<file path="src/rtl/fsync_slot_gen.sv">
module fsync_slot_gen #(
  parameter int SLOT_CYC  = 100,
  parameter int PULSE_CYC = 10,
  parameter int N_ENT     = 16,
  parameter int IDX_W     = 8,
  parameter int DLY_W     = 16,
  localparam int AW = (N_ENT > 1) ? $clog2(N_ENT) : 1,
  localparam int CW = (SLOT_CYC > 1) ? $clog2(SLOT_CYC) : 1
) (
  input  logic             clk,
  input  logic             rst_n,
  input  logic             evt_i,
  input  logic             tbl_we,
  input  logic [AW-1:0]    tbl_addr,
  input  logic             tbl_en,
  input  logic [IDX_W-1:0] tbl_slot,
  input  logic             dly_we,
  input  logic [DLY_W-1:0] dly_val,
  output logic             fsync_o
);

  logic             stg_en   [N_ENT];
  logic [IDX_W-1:0] stg_slot [N_ENT];
  logic             act_en   [N_ENT];
  logic [IDX_W-1:0] act_slot [N_ENT];
  logic [DLY_W-1:0] stg_dly, dly_cnt;
  logic             waiting, running;
  logic [IDX_W-1:0] slot_cnt;
  logic [CW-1:0]    cyc_cnt;
  logic [N_ENT-1:0] hit;

  always_ff @(posedge clk or negedge rst_n) begin
    if (!rst_n) begin
      for (int i = 0; i < N_ENT; i++) begin
        stg_en[i]   <= 1'b0;
        stg_slot[i] <= '0;
        act_en[i]   <= 1'b0;
        act_slot[i] <= '0;
      end
      stg_dly <= '0;
    end else begin
      if (evt_i) begin
        for (int i = 0; i < N_ENT; i++) begin
          act_en[i]   <= stg_en[i];
          act_slot[i] <= stg_slot[i];
        end
      end
      if (tbl_we && (int'(tbl_addr) < N_ENT)) begin
        stg_en[tbl_addr]   <= tbl_en;
        stg_slot[tbl_addr] <= tbl_slot;
      end
      if (dly_we) stg_dly <= dly_val;
    end
  end

  always_ff @(posedge clk or negedge rst_n) begin
    if (!rst_n) begin
      waiting  <= 1'b0;
      running  <= 1'b0;
      dly_cnt  <= '0;
      slot_cnt <= '0;
      cyc_cnt  <= '0;
    end else if (evt_i) begin
      waiting <= 1'b1;
      running <= 1'b0;
      dly_cnt <= stg_dly;
    end else if (waiting) begin
      if (dly_cnt == '0) begin
        waiting  <= 1'b0;
        running  <= 1'b1;
        slot_cnt <= '0;
        cyc_cnt  <= '0;
      end else begin
        dly_cnt <= dly_cnt - 1'b1;
      end
    end else if (running) begin
      if (cyc_cnt == CW'(SLOT_CYC - 1)) begin
        cyc_cnt <= '0;
        if (slot_cnt == '1) running <= 1'b0;
        else                slot_cnt <= slot_cnt + 1'b1;
      end else begin
        cyc_cnt <= cyc_cnt + 1'b1;
      end
    end
  end

  for (genvar g = 0; g < N_ENT; g++) begin : g_cmp
    assign hit[g] = act_en[g] && (act_slot[g] == slot_cnt);
  end

  assign fsync_o = running && (|hit) && (int'(cyc_cnt) < PULSE_CYC);

endmodule


</file>
<file path="config.mk">
export PLATFORM = sky130hd
export DESIGN_NAME = fsync_slot_gen
export DESIGN_NICKNAME = d
export VERILOG_FILES = /design/src/rtl/fsync_slot_gen.sv
export SDC_FILE = /design/constraint.sdc
export NUM_CORES = 1
export LEC_CHECK = 0
export ABC_AREA = 1
export BUFFER_PORTS_ARGS = -buffer_cell sky130_fd_sc_hd__buf_2
export CAP_MARGIN = 20
export CORE_ASPECT_RATIO = 0.5
export CORE_MARGIN = 5
export CORE_UTILIZATION = 45
export CTS_BUF_LIST = sky130_fd_sc_hd__clkbuf_8
export CTS_CLUSTER_SIZE = 30
export DETAILED_ROUTE_END_ITERATION = 8
export PLACE_DENSITY = 0.59
export SYNTH_ARGS = -nofsm -noshare
export SYNTH_HDL_FRONTEND = slang
export SYNTH_SLANG_ARGS = --single-unit
</file>
<file path="constraint.sdc">
create_clock -name clk -period 1.9 [get_ports clk]
set_input_delay 0.38 -clock clk [delete_from_list [all_inputs] [get_ports clk]]
set_output_delay 0.38 -clock clk [all_outputs]
set_load 0.03 [all_outputs]
</file>
== Word level (Yosys, flattened, before mapping) ==
Cells that the tools add are included.

* Register bits: 337
* Bits in latches: 0
* Memory bits (writable): 0
* Bits in read-only memories: 0
* Bits of input ports: 34
* Output and inout port bits: 1
* Logic and storage cells: 154
* Memories: 0

* Add/sub/neg operators: 3
* Multiply operators: 0
* Divide/modulo/power cells: 0
* Order comparisons: 3
* Eq/ne operators: 22
* Shift operators: 0
* Mux-type cells: 27
* Bitwise operators: 2
* Reduce and logical (&&, ||, !) cells: 27

{| class="wikitable"
|+ Operators with widths
! kind !! count
|-
| $bwmux W128 || 1
|-
| $eq A8 B8 Y1 || 16
|-
| $mux W16 || 3
|-
| $mux W8 || 6
|-
| $demux W8 S4 || 1
|-
| $mux W7 || 4
|-
| $logic_and A1 B1 Y1 || 19
|-
| $bwmux W16 || 1
|-
| $logic_not A16 Y1 || 1
|-
| $reduce_or A16 Y1 || 1
|-
| $sub A16 B1 Y16 const B || 1
|-
| $mux W1 || 10
|-
| $add A8 B1 Y8 const B || 1
|-
| $eq A8 B8 Y1 const B || 1
|-
| $add A7 B1 Y7 const B || 1
|-
| $eq A7 B7 Y1 const B || 1
|-
| $lt A7 B4 Y1 const B || 1
|-
| $reduce_bool A2 Y1 || 3
|-
| $ge A5 B5 Y1 const B || 1
|-
| $lt A5 B1 Y1 const B || 1
|-
| $not A4 Y5 || 1
|-
| $reduce_and A5 Y1 || 1
|-
| $demux W1 S4 || 1
|-
| $ne A2 B2 Y1 const B || 2
|-
| 5 further kinds || 5
|}

== Depth between registers and ports, before layout ==
Gate-level depths: netlist (run 1).

* Word-level depth: 6
* Mapped depth: 13
* Mapped depth without buffers: 12

== Worst setup path before layout (run 1) ==
OpenSTA, ideal clock, no wires.

* Path kind: register to output
* Start point: register slot_cnt[7]
* End point: output fsync_o
* Arrival time: 1.719 ns
* Required time: 1.520 ns
* Path slack: -0.199 ns
* Stages on the path, launching flop included: 13
* Buffers on the path: 3
* Cells stage by stage: dfrtp_1 > buf_2 > inv_1 > buf_2 > buf_2 > o22ai_1 > nor2_1 > nand3_1 > nand2_1 > nor2_1 > nand2_1 > nor2_1 > nor2_1

* Word-level cells in the longest chain between the ends: 5
* Elaborated cells between the ends (all ways): 35
* Classes of those cells: eq/ne (16); reduce/logical (19)

{| class="wikitable"
|+ Ends and longest elaborated chain
! element !! line !! RTL
|-
| start: declaration || 28 || <nowiki>logic [IDX_W-1:0] slot_cnt;</nowiki>
|-
| start signal: assignment || 80 || <nowiki>else slot_cnt <= slot_cnt + 1'b1;</nowiki>
|-
| $eq A8 B8 Y1 || 88 || <nowiki>assign hit[g] = act_en[g] && (act_slot[g] == slot_cnt);</nowiki>
|-
| $logic_and A1 B1 Y1 || 88 ||
|-
| $reduce_or A16 Y1 (*) || 91 || <nowiki>assign fsync_o = running && (|hit) && (int'(cyc_cnt) < PULSE_CYC);</nowiki>
|-
| $logic_and A1 B1 Y1 (*) (2 in a row) || 91 ||
|-
| end: declaration || 19 || <nowiki>output logic fsync_o</nowiki>
|}

Mark *: on every way between the ends. The rest lies on a longest branch, timed or not.

== Worst setup path in the final report (run 1) ==
Same ends and word-level chain as after synthesis.

==> results of run 1 <==
-- cells in the final DEF, fill, tap and decap left out, drive strengths merged, types with 5 or more instances in the layout --
cell	count
a21oi	70
a22oi	6
buf	134
clkbuf	57
clkinv	5
dfrtp	337
dlygate4sd3	17
inv	189
mux2	7
nand2	632
nand3	55
nand4	12
nor2	116
nor3	5
o211ai	11
o21ai	262
o22ai	7
xnor2	10
xor2	26
-- Yosys cell counts (all sizes together) --
master / count / area (um^2)
o21ai: 262 / 1360
nand3b: 2 / 15.0
clkbuf: 52 / 196
nor3: 5 / 30.0
nand2: 632 / 2400
xor2: 26 / 228
ha: 4 / 50.1
or2: 4 / 25.0
inv: 170 / 638
nand3: 55 / 275
o22ai: 7 / 50.1
dfrtp: 337 / 8430
nand4: 12 / 75.1
xnor2: 10 / 87.6
a21oi: 70 / 354
mux2: 7 / 78.8
a22oi: 6 / 45.0
nor4: 1 / 21.3
nor2: 116 / 455
buf: 39 / 205
o211ai: 11 / 82.6
clkinv: 2 / 7.51
o2111ai: 1 / 8.76
o221ai: 2 / 17.5
-- layer usage --
layer | wire length, um | vias to the layer above | share of wire (%) | track usage (%)
li1 | - | 6029 | - | -
met1 | 20000 | 5745 | 49 | 32.0
met2 | 17900 | 274 | 43 | 33.7
met3 | 2550 | 71 | 6.2 | 4.99
met4 | 787 | 0 | 1.9 | 5.44
met5 | 0 | - | 0 | 0
-- repair_timing --
item / 4_1_cts / 5_1_grt
pin swaps: 12 / 21
setup buffers: 3 / 3
cloned: 2 / 2
hold endpoints to repair: 50 / 0
resized for setup: 23 / 35
endpoints found under the setup margin: 9 / 10
hold buffers: 17 / 0
-- metrics by stage --
step / setup WS (ns) / hold slack (ns)
floorplan: 0.00637 / 0.0844
global placement: -0.426 / 0.307
detailed placement: -0.405 / 0.306
CTS: -0.920 / 0.0529
global route: -0.932 / 0.0783
finish: -0.841 / 0.0936
-- how the worst max path moves through the flow --
| stage | startpoint | cells after the start | to | slack (ns) |
|---|---|---|---|---|
| floorplan | slot_cnt[7] | 12 | fsync_o | 0.006 |
| global placement | slot_cnt[1] | 15 | fsync_o | -0.43 |
| detailed placement | slot_cnt[1] | 15 | fsync_o | -0.41 |
| CTS | slot_cnt[7] | 14 | fsync_o | -0.92 |
| global route | slot_cnt[7] | 13 | fsync_o | -0.93 |
| finish | slot_cnt[7] | 12 | fsync_o | -0.84 |
-- kinds of logic after synthesis --
| kind of cell | Yosys count | synth area share, % |
|---|---|---|
| xor gates and xnor gates | 36 | 2.08 |
| AOI/OAI and AO/OA | 359 | 12.7 |
| adders and majority gates | 4 | 0.330 |
| buffers and inverters | 263 | 6.91 |
| DFF | 337 | 55.7 |
| and+or+nand+nor | 827 | 21.8 |
| muxes | 7 | 0.520 |
-- registers in the layout (all words and copies together), names as in the netlist --
register  cells
act_slot    128
stg_slot    128
act_en       16
dly_cnt      16
stg_dly      16
stg_en       16
slot_cnt      8
cyc_cnt       7
running       1
waiting       1
-- tightest hold or removal path: stages --
cell	delay, ns
buf_2	0.14
nand2_1	0.07
o21ai_1	0.05
-- power breakdown --
group          internal, mW  switching (mW)  leakage (nW)
combinational          1.13            1.73          4.03
clock                  2.91            2.77         0.539
sequential             8.50           0.756          4.22
total                  12.5            5.26          8.79
-- area by class of cell --
cell class | instances | area share, %
clock buffers | 55 | 4.24
clock inverters | 27 | 0.981
inverters | 172 | 3.64
multi-input cells | 1233 | 32.5
flip-flops and latches | 337 | 47.2
well taps | 441 | 3.09
repair buffers | 153 | 8.32
==> results.rst, run 1 <==
.. list-table::
   :header-rows: 1

   * - Metric
     - Value
   * - Outcome
     - complete, but fails checks
   * - Failing checks
     - negative setup slack
   * - Internal reg-to-reg setup slack
     - -0.08 ns
   * - Die boundary height
     - 140 um
   * - Number of fill cells in the layout
     - 3100
   * - Area growth from synthesis to layout
     - 17.9%
   * - Hold depth
     - 3
   * - Worst-margin pin slew
     - 0.572 ns
   * - Count of cell types in the netlist
     - 37
   * - Clock transition at the registers of the reported paths
     - 0.06 ns
   * - Beginning of the worst register-to-register path
     - slot_cnt[0]
   * - Number of max-capacitance violations reported
     - 0
   * - Core Box Area
     - 33100 um^2
   * - Max_slew headroom
     - 61.8%
   * - Worst-case clock buffer depth
     - 3
   * - Count of nets left with antenna violations after detail routing
     - 0
   * - Number of cells on the worst reg-to-reg path
     - 11
   * - WHS Endpoint
     - stg_slot[42]
   * - Slowest cell on the critical path
     - dfrtp_1
   * - Final-stage net count
     - 1984
   * - Minimum clock period after layout
     - 2.74 ns
   * - Antenna violations before repair
     - 1
   * - Maximum achievable frequency
     - 365 MHz
   * - Wire length of the first global-routing pass
     - 66000 um
   * - Area of the die
     - 37600 um^2
   * - Fin. max-slew vios
     - 0
   * - Worst hold-check path type
     - input pin to flop
   * - Final core occ
     - 54.0%
   * - Max Clock Skew
     - 0.0236 ns
   * - Area post-placement
     - 16400 um^2
   * - Final RePlAce weighted congestion
     - 0.853
   * - # H-tree levels
     - 2
   * - Terminus of the critical flop-to-flop path
     - slot_cnt[6]
   * - Ratio of final minimum period to clock period
     - 144%
   * - Clock tree from TritonCTS
     - done
   * - Number of buffers inserted during clock tree synthesis
     - 49
   * - Type of element capturing the critical path
     - output port
   * - Total area of sequential cells
     - 8430 um^2
   * - Multi-input logic area
     - 5810 um^2
   * - Classification of the worst setup path
     - flop to output port
   * - Number of sinks handled by clock tree synthesis
     - 337
   * - Least setup slack across all paths after layout
     - -0.841 ns
   * - Final number of setup-violating endpoints
     - 9
   * - Syn_nets
     - 1871
   * - Total of buffers placed on input and output ports
     - 34
   * - DRC violations left
     - 0
   * - Yosys reg bits
     - 337
   * - Overall power consumption
     - 17.8 mW
   * - Clock latency at the later pin of the worst-skew pair
     - 0.59 ns
   * - Total GRT Usage
     - 22.0%
   * - Fraction of layout cells with a size suffix above 1
     - 14.4%
   * - Synthesized netlist cell count
     - 1833
   * - Wire length per cell after detailed routing
     - 17.0 um
   * - Number of warning messages in the yosys log
     - 0
   * - Number of cells after detailed placement
     - 2311
   * - Required time at the worst-slack endpoint
     - 1.52 ns
   * - Setup crit start kind
     - flop
   * - Half-perimeter wire length after placement
     - 25900 um
   * - Largest net degree at the start of global routing
     - 119
   * - RSZ-0062 raised after global routing
     - true
   * - Share of the yosys chip area belonging to registers
     - 55.7%
   * - Vias in the first global route
     - 11900
   * - CTS root buffer
     - clkbuf_8
   * - Power Dens Cells
     - 997 nW/um^2
   * - Number of optimization iterations in the first detailed-route pass
     - 5
   * - CP delay by family, top
     - simple AND/OR/NAND/NOR gates
   * - Total Wirelength
     - 41200 um
   * - Initial detailed-routing violation count
     - 932
   * - Die X-Extent
     - 269 um
   * - Final count of hold timing violations
     - 0
   * - Reported leakage power
     - 8.79 nW
   * - Critical Path Max Stage Delay
     - 0.41 ns
   * - Data arrival time at the worst-slack endpoint
     - 2.36 ns
   * - GRT Residual Overflow
     - 0
   * - List of cells traversed by the critical path
     - clkinv_4, buf_12, buf_6, o22ai_2, nor2_1, nand3_1, nand2_1, nor2_2, nand2_2, nor2_4, nor2_4, buf_6
   * - DR vias
     - 12100
   * - Netlist area before placement
     - 15100 um^2
   * - Number of diodes added for antenna fixing
     - 0
   * - Maximum vdd drop
     - 366 uV
   * - Launch point of the worst hold path
     - tbl_slot[2]
   * - Synth Area per Inst
     - 8.26 um^2
   * - Routed vias/inst
     - 5.01
   * - Number of top-level design ports
     - 35
   * - Core Rows
     - 47
   * - Initial core utilization
     - 45.7%
   * - Finished layout cell area
     - 17900 um^2
   * - Sum of negative setup slack
     - -1.39 ns
   * - Combined buffer and inverter count along the critical path
     - 4
   * - Final std cells w/o fill
     - 2418
   * - Critical path fanouts, max
     - 6
Power figures use the tool's default switching activity.
==> run 2: changes to the inputs <==
--- a/config.mk
+++ b/config.mk
@@ -10,11 +10,11 @@
 export CAP_MARGIN = 20
 export CORE_ASPECT_RATIO = 0.5
 export CORE_MARGIN = 5
-export CORE_UTILIZATION = 45
+export CORE_UTILIZATION = 62
 export CTS_BUF_LIST = sky130_fd_sc_hd__clkbuf_8
 export CTS_CLUSTER_SIZE = 30
 export DETAILED_ROUTE_END_ITERATION = 8
-export PLACE_DENSITY = 0.59
+export PLACE_DENSITY = 0.77
 export SYNTH_ARGS = -nofsm -noshare
 export SYNTH_HDL_FRONTEND = slang
 export SYNTH_SLANG_ARGS = --single-unit
==> run 2 against run 1 <==
  * The flow still finishes with violations (negative setup slack)
  * Critical path depth rose by 2
  * Sequential share of layout area up 1.1 points
  * Combinational power about the same
  * Core utilization grew 19 points
  * Clock skew rose by 0.0018 ns
  * Cell count decreased by 6.0%
  * Routed wire length fell by 0.99%
  * Flip-flop and latch count unchanged
  * First-iteration DRC count up 43%
  * Largest cell class unchanged
==> results.rst, run 2 (synthesis results as in run 1) <==
.. list-table::
   :header-rows: 1

   * - Metric
     - Value
   * - Reported leakage power
     - 8.67 nW
   * - Total of buffers placed on input and output ports
     - 34
   * - Max Clock Skew
     - 0.0254 ns
   * - Required time at the worst-slack endpoint
     - 1.52 ns
   * - Classification of the worst setup path
     - flop to output port
   * - Maximum vdd drop
     - 658 uV
   * - Fraction of layout cells with a size suffix above 1
     - 13.6%
   * - Minimum clock period after layout
     - 2.80 ns
   * - Number of optimization iterations in the first detailed-route pass
     - 6
   * - Hold depth
     - 2
   * - Final std cells w/o fill
     - 2273
   * - Clock tree from TritonCTS
     - done
   * - Initial detailed-routing violation count
     - 1333
   * - Number of cells after detailed placement
     - 2171
   * - Power Dens Cells
     - 1010 nW/um^2
   * - Total Wirelength
     - 40800 um
   * - Vias in the first global route
     - 12600
   * - Number of diodes added for antenna fixing
     - 0
   * - DRC violations left
     - 0
   * - Number of buffers inserted during clock tree synthesis
     - 46
   * - Final-stage net count
     - 1962
   * - Number of top-level design ports
     - 35
   * - Worst-case clock buffer depth
     - 3
   * - Total GRT Usage
     - 29.5%
   * - Core Rows
     - 40
   * - WHS
     - 0.0256 ns
   * - Maximum achievable frequency
     - 357 MHz
   * - Fin. max-slew vios
     - 0
   * - RSZ-0062 raised after global routing
     - true
   * - Initial core utilization
     - 63.0%
   * - GRT Residual Overflow
     - 0
   * - Worst-margin pin slew
     - 0.602 ns
   * - Number of cells on the worst reg-to-reg path
     - 12
   * - Largest registers
     - act_slot x128, stg_slot x128
   * - Number of sinks handled by clock tree synthesis
     - 337
   * - Overall power consumption
     - 17.6 mW
   * - # H-tree levels
     - 2
   * - Max_slew headroom
     - 59.8%
   * - Area of the die
     - 27800 um^2
   * - DR vias
     - 12800
   * - Type of element capturing the critical path
     - output port
   * - Final count of hold timing violations
     - 0
   * - Core Box Area
     - 24000 um^2
   * - Number of fill cells in the layout
     - 1761
   * - Setup crit start kind
     - flop
   * - Clock latency at the later pin of the worst-skew pair
     - 0.60 ns
   * - Half-perimeter wire length after placement
     - 25500 um
   * - Least setup slack across all paths after layout
     - -0.899 ns
   * - Largest net degree at the start of global routing
     - 106
   * - Area growth from synthesis to layout
     - 15.2%
   * - Clock transition at the registers of the reported paths
     - 0.07 ns
   * - Failing checks
     - negative setup slack
   * - Most common cell after layout, fill and taps aside
     - nand2_1
   * - Final RePlAce weighted congestion
     - 0.944
   * - Die X-Extent
     - 231 um
   * - Wire length per cell after detailed routing
     - 17.9 um
   * - Number of max-capacitance violations reported
     - 0
   * - Minimum setup slack after placement
     - -0.290 ns
   * - Routed vias/inst
     - 5.62
   * - Die boundary height
     - 121 um
   * - Critical path fanouts, max
     - 6
   * - Final number of setup-violating endpoints
     - 1
   * - Ratio of final minimum period to clock period
     - 147%
   * - Top library cells by usage in the layout, fill and taps aside
     - nand2_1, dfrtp_1, o21ai_0
   * - Data arrival time at the worst-slack endpoint
     - 2.42 ns
   * - Count of nets left with antenna violations after detail routing
     - 0
   * - CTS root buffer
     - clkbuf_8
   * - Outcome
     - complete, but fails checks
   * - Worst hold-check path type
     - input pin to flop
   * - Sum of negative setup slack
     - -0.899 ns
   * - Wire length of the first global-routing pass
     - 65100 um
   * - Antenna violations before repair
     - 1
## run 2: changes by cell type in the layout (fill, tap and decap cells not counted), sizes merged
cell | previous run | this run
buf | 134 | 121
clkinv | 5 | 11
dlygate4sd3 | 17 | 11
bufinv | 2 | 0
inv | 189 | 187
clkbuf | 57 | 56
clkinvlp | 3 | 2
## run 2: path summary, 6_finish.rpt
check                           slack (ns)          from             to
worst max-delay path                 -0.90   slot_cnt[5]        fsync_o
worst min-delay path                  0.03    dly_val[2]     stg_dly[2]
worst max register to register        0.08   slot_cnt[0]    slot_cnt[3]
worst min register to register        0.48  stg_slot[71]   act_slot[71]
max in group asynchronous             0.94         rst_n    stg_dly[15]
min in group asynchronous             0.28         rst_n  stg_slot[102]
## run 2: critical path, cell delays in order (launching register included)
cell,delay [ns]
dfrtp_2,0.47
buf_12,0.17
buf_12,0.14
nand2_4,0.05
nand2_2,0.05
inv_1,0.03
nand2_1,0.05
nor2_1,0.04
nand3_1,0.11
nand2_1,0.08
nor2_2,0.16
nand2_2,0.10
nor2_4,0.20
nor2_4,0.06
buf_6,0.13
## run 2: routing by layer
metal	vias up	share of wire (%)	GRT usage, %
met3	88	9.4	5.91
met1	6125	42	41.3
met5	-	0	0
met2	573	46	47.5
met4	0	2.3	9.05
li1	5977	-	-
## run 2: repair_timing
item | CTS | global route
pin swaps | 7 | 14
hold buffers | 11 | 0
buffers inserted | 4 | 3
gates cloned | 1 | 2
hold endpoints to repair | 43 | 0
endpoints found under the setup margin | 9 | 9
resized for setup | 14 | 31
## run 2: final cells by class
| type | count | area [um^2] | area share [%] |
|---|---|---|---|
| clock buffers | 54 | 743 | 4.26 |
| multi-input cells | 1233 | 5760 | 33.0 |
| clock inverters | 28 | 130 | 0.746 |
| flip-flops and latches | 337 | 8440 | 48.4 |
| inverters | 172 | 648 | 3.71 |
| repair buffers | 134 | 1330 | 7.64 |
| well taps | 315 | 394 | 2.26 |
## run 2: power breakdown
part	internal [mW]	switching [mW]	leakage [nW]
sequential	8.50	0.793	4.22
clock	2.60	2.80	0.512
combinational	1.11	1.76	3.94
total	12.2	5.36	8.67
## run 2: metrics by stage
step | instance area (um^2) | utilization, %
after global placement | 16200 | 67.4
after floorplan | 15200 | -
after CTS | 17300 | 71.9
after detailed placement | 16200 | 67.4
final | 17400 | 72.6
after global routing | 17400 | 72.6
